<file path="src/rtl/ser3_pkg.sv">
package ser3_pkg;
  localparam int unsigned ADDR_W = 7;
  localparam int unsigned DATA_W = 8;
  localparam int unsigned BITS_W = $clog2(2 * DATA_W + 1);

  typedef logic [ADDR_W-1:0] addr_t;
  typedef logic [DATA_W-1:0] byte_t;

  // command byte: MSB is direction (1 = write)
  typedef struct packed {
    logic  wr;
    addr_t addr;
  } cmd_t;
endpackage

</file>
<file path="src/rtl/ser3_sync.sv">
module ser3_sync #(
  parameter int unsigned W      = 3,
  parameter int unsigned STAGES = 2
) (
  input  logic         clk_i,
  input  logic         rst_ni,
  input  logic [W-1:0] d_i,
  output logic [W-1:0] q_o
);
  logic [STAGES-1:0][W-1:0] st_q;

  always_ff @(posedge clk_i or negedge rst_ni) begin
    if (!rst_ni) begin
      st_q <= '0;
    end else begin
      st_q[0] <= d_i;
      for (int k = 1; k < int'(STAGES); k++) st_q[k] <= st_q[k-1];
    end
  end

  assign q_o = st_q[STAGES-1];
endmodule

</file>
<file path="src/rtl/ser3_pwrup.sv">
module ser3_pwrup #(
  parameter int unsigned CYCLES = 2000
) (
  input  logic clk_i,
  input  logic rst_ni,
  output logic ready_o
);
  localparam int unsigned CW = $clog2(CYCLES + 1);

  logic [CW-1:0] cnt_q;
  logic          ready_q;

  always_ff @(posedge clk_i or negedge rst_ni) begin
    if (!rst_ni) begin
      cnt_q   <= '0;
      ready_q <= 1'b0;
    end else if (!ready_q) begin
      if (cnt_q == CW'(CYCLES - 1)) ready_q <= 1'b1;
      else                          cnt_q   <= cnt_q + 1'b1;
    end
  end

  assign ready_o = ready_q;
endmodule

</file>
<file path="src/rtl/ser3_shift.sv">
module ser3_shift
  import ser3_pkg::*;
(
  input  logic  clk_i,
  input  logic  rst_ni,
  input  logic  ready_i,
  input  logic  cs_i,
  input  logic  sclk_i,
  input  logic  sdi_i,
  output logic  sdo_o,
  output logic  oe_o,
  output logic  rd_req_o,
  output logic  wr_req_o,
  output cmd_t  cmd_o,
  output byte_t wdata_o,
  input  byte_t rd_data_i
);
  localparam logic [BITS_W-1:0] CMD_LAST = BITS_W'(DATA_W - 1);
  localparam logic [BITS_W-1:0] DAT_LAST = BITS_W'(2 * DATA_W - 1);
  localparam logic [BITS_W-1:0] DAT_FST  = BITS_W'(DATA_W);
  localparam logic [BITS_W-1:0] DONE     = BITS_W'(2 * DATA_W);

  logic              cs_d, sclk_d, act_q;
  logic [BITS_W-1:0] cnt_q;
  byte_t             rx_q, tx_q, wdata_q;
  cmd_t              cmd_q;
  logic              rd_req_q, wr_req_q, sdo_q, oe_q;

  logic  rise, fall, cs_rise;
  byte_t rx_nxt;

  assign rise    = sclk_i & ~sclk_d;
  assign fall    = ~sclk_i & sclk_d;
  assign cs_rise = cs_i & ~cs_d;
  assign rx_nxt  = {sdi_i, rx_q[DATA_W-1:1]};

  always_ff @(posedge clk_i or negedge rst_ni) begin
    if (!rst_ni) begin
      cs_d     <= 1'b0;
      sclk_d   <= 1'b0;
      act_q    <= 1'b0;
      cnt_q    <= '0;
      rx_q     <= '0;
      tx_q     <= '0;
      wdata_q  <= '0;
      cmd_q    <= '0;
      rd_req_q <= 1'b0;
      wr_req_q <= 1'b0;
      sdo_q    <= 1'b0;
      oe_q     <= 1'b0;
    end else begin
      cs_d     <= cs_i;
      sclk_d   <= sclk_i;
      rd_req_q <= 1'b0;
      wr_req_q <= 1'b0;
      if (!cs_i) begin
        act_q <= 1'b0;
        cnt_q <= '0;
        oe_q  <= 1'b0;
        sdo_q <= 1'b0;
      end else if (!act_q) begin
        // arm only on a chip-select edge seen after power-up
        if (cs_rise && ready_i) begin
          act_q <= 1'b1;
          cnt_q <= '0;
        end
      end else begin
        if (rise && cnt_q != DONE) begin
          rx_q  <= rx_nxt;
          cnt_q <= cnt_q + 1'b1;
          if (cnt_q == CMD_LAST) begin
            cmd_q    <= cmd_t'(rx_nxt);
            rd_req_q <= ~rx_nxt[DATA_W-1];
          end
          if (cnt_q == DAT_LAST && cmd_q.wr) begin
            wdata_q  <= rx_nxt;
            wr_req_q <= 1'b1;
          end
        end
        if (fall && !cmd_q.wr && cnt_q >= DAT_FST && cnt_q != DONE) begin
          sdo_q <= tx_q[0];
          tx_q  <= tx_q >> 1;
          oe_q  <= 1'b1;
        end
        if (rd_req_q) tx_q <= rd_data_i;
      end
    end
  end

  assign sdo_o    = sdo_q;
  assign oe_o     = oe_q;
  assign rd_req_o = rd_req_q;
  assign wr_req_o = wr_req_q;
  assign cmd_o    = cmd_q;
  assign wdata_o  = wdata_q;
endmodule

</file>
<file path="src/rtl/ser3_regs.sv">
module ser3_regs
  import ser3_pkg::*;
#(
  parameter addr_t       CTRL_ADDR = 7'h0E,
  parameter addr_t       RSV_BASE  = 7'h0F,
  parameter int unsigned WP_BIT    = 6,
  parameter byte_t       CTRL_RST  = 8'h00
) (
  input  logic  clk_i,
  input  logic  rst_ni,
  input  logic  rd_req_i,
  input  logic  wr_req_i,
  input  addr_t addr_i,
  input  byte_t wdata_i,
  output byte_t rd_data_o,
  output byte_t ctrl_o,
  output addr_t reg_addr_o,
  output byte_t reg_wdata_o,
  output logic  reg_we_o,
  output logic  reg_re_o,
  input  byte_t reg_rdata_i
);
  byte_t ctrl_q;
  logic  is_rsv, is_ctrl, is_ext, wp;

  assign is_rsv  = addr_i >= RSV_BASE;
  assign is_ctrl = !is_rsv && addr_i == CTRL_ADDR;
  assign is_ext  = !is_rsv && !is_ctrl;
  assign wp      = ctrl_q[WP_BIT];

  always_ff @(posedge clk_i or negedge rst_ni) begin
    if (!rst_ni) begin
      ctrl_q <= CTRL_RST;
    end else if (wr_req_i && is_ctrl) begin
      // under protection only the protect bit may change
      if (wp) ctrl_q[WP_BIT] <= wdata_i[WP_BIT];
      else    ctrl_q         <= wdata_i;
    end
  end

  always_comb begin
    if (is_rsv)       rd_data_o = '0;
    else if (is_ctrl) rd_data_o = ctrl_q;
    else              rd_data_o = reg_rdata_i;
  end

  assign reg_addr_o  = addr_i;
  assign reg_wdata_o = wdata_i;
  assign reg_re_o    = rd_req_i && is_ext;
  assign reg_we_o    = wr_req_i && is_ext && !wp;
  assign ctrl_o      = ctrl_q;
endmodule

</file>
<file path="src/rtl/ser3_reg_slave.sv">
module ser3_reg_slave
  import ser3_pkg::*;
#(
  parameter int unsigned PWRUP_CYCLES = 2000,
  parameter int unsigned SYNC_STAGES  = 2,
  parameter addr_t       CTRL_ADDR    = 7'h0E,
  parameter addr_t       RSV_BASE     = 7'h0F,
  parameter int unsigned WP_BIT       = 6,
  parameter byte_t       CTRL_RST     = 8'h00
) (
  input  logic       clk_i,
  input  logic       rst_ni,
  input  logic       cs_i,
  input  logic       sclk_i,
  input  logic       sdio_i,
  output logic       sdio_o,
  output logic       sdio_oe_o,
  output logic [6:0] reg_addr_o,
  output logic [7:0] reg_wdata_o,
  output logic       reg_we_o,
  output logic       reg_re_o,
  input  logic [7:0] reg_rdata_i,
  output logic [7:0] ctrl_o
);
  logic [2:0] pins_s;
  logic       pwr_ok, rd_req, wr_req;
  cmd_t       cmd;
  byte_t      wdata, rd_data;

  ser3_sync #(.W(3), .STAGES(SYNC_STAGES)) u_sync (
    .clk_i  (clk_i),
    .rst_ni (rst_ni),
    .d_i    ({cs_i, sclk_i, sdio_i}),
    .q_o    (pins_s)
  );

  ser3_pwrup #(.CYCLES(PWRUP_CYCLES)) u_pwrup (
    .clk_i   (clk_i),
    .rst_ni  (rst_ni),
    .ready_o (pwr_ok)
  );

  ser3_shift u_shift (
    .clk_i     (clk_i),
    .rst_ni    (rst_ni),
    .ready_i   (pwr_ok),
    .cs_i      (pins_s[2]),
    .sclk_i    (pins_s[1]),
    .sdi_i     (pins_s[0]),
    .sdo_o     (sdio_o),
    .oe_o      (sdio_oe_o),
    .rd_req_o  (rd_req),
    .wr_req_o  (wr_req),
    .cmd_o     (cmd),
    .wdata_o   (wdata),
    .rd_data_i (rd_data)
  );

  ser3_regs #(
    .CTRL_ADDR (CTRL_ADDR),
    .RSV_BASE  (RSV_BASE),
    .WP_BIT    (WP_BIT),
    .CTRL_RST  (CTRL_RST)
  ) u_regs (
    .clk_i       (clk_i),
    .rst_ni      (rst_ni),
    .rd_req_i    (rd_req),
    .wr_req_i    (wr_req),
    .addr_i      (cmd.addr),
    .wdata_i     (wdata),
    .rd_data_o   (rd_data),
    .ctrl_o      (ctrl_o),
    .reg_addr_o  (reg_addr_o),
    .reg_wdata_o (reg_wdata_o),
    .reg_we_o    (reg_we_o),
    .reg_re_o    (reg_re_o),
    .reg_rdata_i (reg_rdata_i)
  );
endmodule

</file>
<file path="config.mk">
export PLATFORM = sky130hd
export DESIGN_NAME = ser3_reg_slave
export DESIGN_NICKNAME = d
export VERILOG_FILES = /design/src/rtl/ser3_pkg.sv /design/src/rtl/ser3_sync.sv /design/src/rtl/ser3_pwrup.sv /design/src/rtl/ser3_shift.sv /design/src/rtl/ser3_regs.sv /design/src/rtl/ser3_reg_slave.sv
export SDC_FILE = /design/constraint.sdc
export NUM_CORES = 1
export LEC_CHECK = 0
export ABC_AREA = 1
export BUFFER_PORTS_ARGS = -buffer_cell sky130_fd_sc_hd__buf_2
export CAP_MARGIN = 20
export CORE_MARGIN = 4
export CORE_UTILIZATION = 36
export CTS_CLUSTER_SIZE = 28
export DETAILED_ROUTE_END_ITERATION = 10
export GPL_TIMING_DRIVEN = 0
export PLACE_DENSITY_LB_ADDON = 0.15
export SLEW_MARGIN = 40
export SYNTH_ARGS = -nofsm -noshare
export SYNTH_HDL_FRONTEND = slang
export SYNTH_SLANG_ARGS = --single-unit
</file>
<file path="constraint.sdc">
create_clock -name clk_i -period 1.5 [get_ports clk_i]
set_input_delay 0.3 -clock clk_i [delete_from_list [all_inputs] [get_ports clk_i]]
set_output_delay 0.3 -clock clk_i [all_outputs]
set_load 0.03 [all_outputs]
</file>
# Word-level counts from Yosys, hierarchy flattened

Index checks and enable logic that the tools add are counted.

Register bits after elaboration: 70
Bits of input ports: 13
Logic and storage cells: 94

$add $sub $neg: 2
Order comparisons: 2
Equal/unequal tests: 9
Mux-type cells: 27
Bitwise logic cells: 10
Reductions and logical operators: 25

Operator list:

| kind                    | number |
|---|---|
| $mux W8                 | 4 |
| $mux W5                 | 4 |
| $mux W1                 | 19 |
| $logic_and A1 B1 Y1     | 12 |
| $add A11 B1 Y11 const B | 1 |
| $eq A11 B11 Y1 const B  | 1 |
| $reduce_and A2 Y1       | 4 |
| $reduce_and A4 Y1       | 2 |
| $eq A7 B4 Y1 const B    | 1 |
| $ge A7 B4 Y1 const B    | 1 |
| $not A1 Y1              | 7 |
| $reduce_and A3 Y1       | 2 |
| $add A5 B1 Y5 const B   | 1 |
| $eq A5 B3 Y1 const B    | 1 |
| $eq A5 B4 Y1 const B    | 1 |
| $ge A5 B4 Y1 const B    | 1 |
| $ne A5 B5 Y1 const B    | 1 |
| $logic_not A1 Y1        | 4 |
| $ne A2 B1 Y1 const B    | 2 |
| $and A1 B1 Y1           | 3 |
| $ne A3 B1 Y1 const B    | 1 |
| $ne A3 B3 Y1 const B    | 1 |
| $reduce_bool A2 Y1      | 1 |

# Depth between registers and ports, before layout

Word-level depth: 8
Mapped depth: 9
Depth with buffers taken out: 9

# Cells and area by module

A second synthesis with hierarchy kept.

Cell total of the unflattened synthesis: 403
Area total of the unflattened synthesis: 3574.7 µm²

Modules (own cells, without submodules):

| module     | times used | cells each | area each (µm²) |
|---|---|---|---|
| ser3_shift | 1          | 199        | 2009.4 |
| ser3_regs  | 1          | 111        | 728.2 |
| ser3_pwrup | 1          | 84         | 664.4 |
| ser3_sync  | 1          | 9          | 172.7 |

# Worst setup path before layout

OpenSTA, ideal clock, no wires.

Path kind: register -> output
Start: reg u_shift.cmd_q, in the netlist u_shift.cmd_o[6]
End: out reg_we_o
Arrival: 1.640 ns
Data required time: 1.200 ns
Setup slack: -0.440 ns
Stages on the path, launching flop included: 7
Path buffers: 1
Path through: dfrtp_1 -> inv_1 -> nand2_1 -> nor2_2 -> buf_2 -> nand2_1 -> nor3_1

Cells in the longest elaborated chain, start to end: 7
Elaborated cells between the ends (all ways): 8

Ends and longest elaborated chain:

| element                               | RTL line                         | text |
|---|---|---|
| start, declared                       | ser3_shift.sv:26                 | `cmd_t cmd_q;` |
| start signal, assigned                | ser3_shift.sv:72                 | `cmd_q <= cmd_t'(rx_nxt);` |
| $ge A7 B4 Y1                          | ser3_regs.sv:26                  | `assign is_rsv = addr_i >= RSV_BASE;` |
| $logic_not A1 Y1                      | ser3_regs.sv:27, ser3_regs.sv:28 |  |
| $logic_and A1 B1 Y1                   | ser3_regs.sv:27                  | `assign is_ctrl = !is_rsv && addr_i == CTRL_ADDR;` |
| $logic_not A1 Y1                      | ser3_regs.sv:28                  | `assign is_ext = !is_rsv && !is_ctrl;` |
| $logic_and A1 B1 Y1 (*)               | ser3_regs.sv:28                  |  |
| $logic_and A1 B1 Y1 (*) (2 in series) | ser3_regs.sv:50                  | `assign reg_we_o = wr_req_i && is_ext && !wp;` |
| end, declared                         | ser3_reg_slave.sv:20             | `output logic reg_we_o,` |

Every way passes the cells marked *; elsewhere a longest branch is shown, timed or not.

# Worst setup path after layout

Ends and elaborated chain as after synthesis.

==> flow_summary_export.csv <==
group,metric,value,unit
worst_setup_path,cpMaxStageDelayCell,"dfrtp_1",
layout,layout-drive-gt1-share,33.1,%
clocking,clk_path_buf_depth,2,
worst_setup_path,crit_arrival,1.43,ns
worst_setup_path,worstSetupStartpointType,"flop",
drt,drt_iter0_markers,124,
layout,num_antenna_cells,0,
grt,grt_first_pass_wirelength,12600,µm
synthesis,synth_largest_area_cell,"dfrtp_1",
drt,dr.pass1.iters,4,
clocking,clock_latency,0.35,ns
run_status,violations,"negative setup slack",
clocking,clock_sinks,69,
drt,drc_errors,0,
pwr,cellLeakagePower,0.00222,µW
synthesis,syn_avg_cell_area,8.32,µm²
timing,slew_headroom,72.0,%
grt,overflow,0,
timing,fin_ws,-0.227,ns
placed_design,portBuffers,39,
synthesis,ys.warnings.count,0,
timing,period_needed,1.73,ns
worst_setup_path,endpoint_kind,"primary output",
timing,fin_crit_sh,115,%
synthesis,syn-num-nets,411,
run_status,status,"finished with violations",
synthesis,ys_seq_elements,69,
clocking,cts_max_level,3,
floorplanning,initial_core_util,37.2,%
drt,wl,8110,µm
worst_setup_path,cp_common_cell,"buf_6",
timing,finalHoldViolations,0,
worst_hold_path,min_path_type,"input pin to flop",
placed_design,place_congestion,0.827,
floorplanning,boundaryPins,40,
worst_setup_path,cp.required,1.20,ns
timing,rsz0062_at_grt,"true",
worst_setup_path,cpPeakStageDelay,0.39,ns
layout,final_nets,493,
pwr,power_density,782,nW/µm²
grt,grt_pass1_vias,2666,
synthesis,synth_area_leaders,"dfrtp_1 (53%), nand2_1 (18%), nand3_1 (7.5%), inv_1 (2.9%), nand4_1 (2.3%)",
drt,vias,2888,
floorplanning,fp-row-count,34,
timing,slew_viol_final,0,
grt,grt_max_degree,59,
flow_run,cap_violations,0,
synthesis,syn_inst,394,
drt,viasPerCell,4.90,
grt,grt_antenna_before_repair,0,
timing,setup_viol,3,
clocking,clkTransAtPathRegs,0.09,ns
synthesis,synth_top_cell_area_share,52.7,%
drt,wl_per_cell,13.8,µm
timing,tightestPinTransition,0.419,ns
worst_setup_path,reg2reg_slack,-0.03,ns
placed_design,place_inst,542,
synthesis,yosysSeqAreaShare,52.7,%
layout,n_fill_cell,785,
worst_setup_path,path_class,"flop to primary output",
layout,syn_to_final_growth,35.9,%
pwr,worst_ir_drop_vdd,0.000503,V
clocking,cts_tree,"yes",
floorplanning,die_w,103,µm
synthesis,netlist_area,3280,µm²
drt,ant_nets,0,
clocking,root_buffer,"clkbuf_8",
grt,grt.total_usage,15.2,%
floorplanning,core_region_area,8810,µm²
synthesis,ys_types,30,
floorplanning,die_h,103,µm
timing,holdWs,0.0537,ns
worst_setup_path,worstPathMaxFanout,2,
clocking,cts_buffers,9,
placed_design,dp.final_hpwl,5200,µm
layout,stdcell_count,589,
timing,skew,0.0162,ns
worst_setup_path,crit_chain,"inv_1 -> nand2_2 -> nor2_4 -> buf_6 -> nand2_4 -> nor3_4 -> buf_6",
timing,timing.fmax,579,MHz
floorplanning,die_area,10700,µm²
-- through the flow --
step           setup WS (ns)  total power [µW]  cell area (µm²)  utilization (%)  setup TNS (ns)
2_1_floorplan       -0.00889              1920             3310                -        -0.00889
3_3_place_gp          -0.289              1980             3640             41.4          -24.54
3_5_place_dp          -0.174              1990             3680             41.8           -5.83
4_1_cts               -0.264              3520             4040             45.8          -0.492
5_1_grt               -0.284              3600             4460             50.6           -1.95
6_report              -0.227              3480             4460             50.6          -0.447
-- Yosys cell counts --
cell type	n
inv_2	4
a21oi_1	1
nor2_1	16
nor3_4	1
nor3_1	3
a21boi_0	1
nand2_2	3
buf_2	2
nor2_2	3
buf_4	8
nand4_1	12
o22ai_1	1
nor3b_1	2
nand3b_1	9
clkbuf_1	1
inv_1	25
ha_1	4
nand3_1	49
xor2_1	2
nand3_4	1
nor2_4	2
xnor2_1	3
a31oi_1	1
inv_6	1
o21ai_0	11
nand2_1	154
clkinv_1	2
dfrtp_1	69
buf_6	2
o31ai_1	1
-- logic make-up after synthesis --
family                     after synthesis  synth area share, %
and+or+nand+nor                        255                 35.1
AOI/OAI and AO/OA                       16                 2.67
DFF                                     69                 52.7
xor gates and xnor gates                 5                 1.34
buffers and inverters                   45                 6.75
adders and majority gates                4                 1.53
-- critical path: cells and delay by family (launching register included) --
kind | cells | cell delay, ns
AND/OR/NAND/NOR | 4 | 0.35
flip-flops | 1 | 0.39
buffers and inverters | 3 | 0.33
-- layout by cell type (no fill, tap or decap), types with 2 or more instances in the layout --
master,n
nand2_4,5
inv_1,23
buf_4,27
nor2_4,5
ha_4,3
dfrtp_1,69
nand3b_1,9
nor2_1,14
buf_6,8
clkbuf_16,2
nand3_1,36
buf_12,2
o21ai_1,2
nand2_8,2
nand3_2,12
inv_6,2
clkinvlp_4,4
buf_2,37
nand4_1,12
xnor2_1,3
nand2_2,19
inv_2,6
o21ai_0,9
nand3_4,2
nor2_2,2
xor2_1,2
clkinv_8,2
nor3_1,2
buf_8,2
nor3_4,2
nand2_1,132
clkbuf_8,9
-- state kept, by name (all words and copies together), names as in the netlist, 3 cells and up --
signal,flops
u_pwrup.cnt_q,11
u_regs.ctrl_o,8
u_shift.cmd_o,8
u_shift.tx_q,8
u_shift.wdata_o,8
u_shift.rx_q,7
u_shift.cnt_q,5
u_sync.q_o,3
u_sync.st_q,3
-- routing by layer --
metal	GRT usage (%)	up-vias	share of wire [%]
met5	0	-	0
met4	6.57	0	1.8
met3	2.82	15	3.2
met2	24.1	54	47
met1	20.3	1383	48
li1	-	1436	-
-- path summary, 6_finish.rpt --
path                       cells after the start                         start                              to
setup / recovery                               7  u_shift.cmd_o[6]$_DFFE_PN0P_                        reg_we_o
hold / removal                                 1                        sdio_i        u_sync.st_q[0]$_DFF_PN0_
setup reg to reg                               9  u_shift.cnt_q[0]$_DFFE_PN0P_  u_shift.wdata_o[5]$_DFFE_PN0P_
hold reg to reg                                0      u_sync.st_q[2]$_DFF_PN0_         u_sync.q_o[2]$_DFF_PN0_
max in group asynchronous                      3                        rst_ni     u_shift.tx_q[7]$_DFFE_PN0P_
min in group asynchronous                      2                        rst_ni    u_shift.cmd_o[0]$_DFFE_PN0P_
-- cell type report --
| type | instances | area, µm² | area share [%] |
|---|---|---|---|
| clock inverter | 7 | 75.1 | 1.68 |
| timing repair buffer | 68 | 519 | 11.7 |
| tap | 108 | 135 | 3.03 |
| clock buffer | 9 | 124 | 2.78 |
| sequential | 69 | 1730 | 38.8 |
| inverter | 32 | 138 | 3.09 |
| timing repair inverter | 2 | 23.8 | 0.534 |
| buffer | 13 | 120 | 2.70 |
| multi-input combinational | 281 | 1590 | 35.8 |
-- power by group --
group / internal, µW / switching [µW]
Combinational: 24.7 / 49.3
Clock: 773 / 758
Sequential: 1870 / 10.6
Total: 2670 / 818
-- what timing repair did --
item	CTS	global route
endpoints found under the setup margin	58	53
hold buffers	1	0
gates cloned	0	6
resized for setup	11	64
pin swaps	6	20
setup buffers	12	12
hold endpoints to repair	11	0
(Power assumes the default switching activity.)
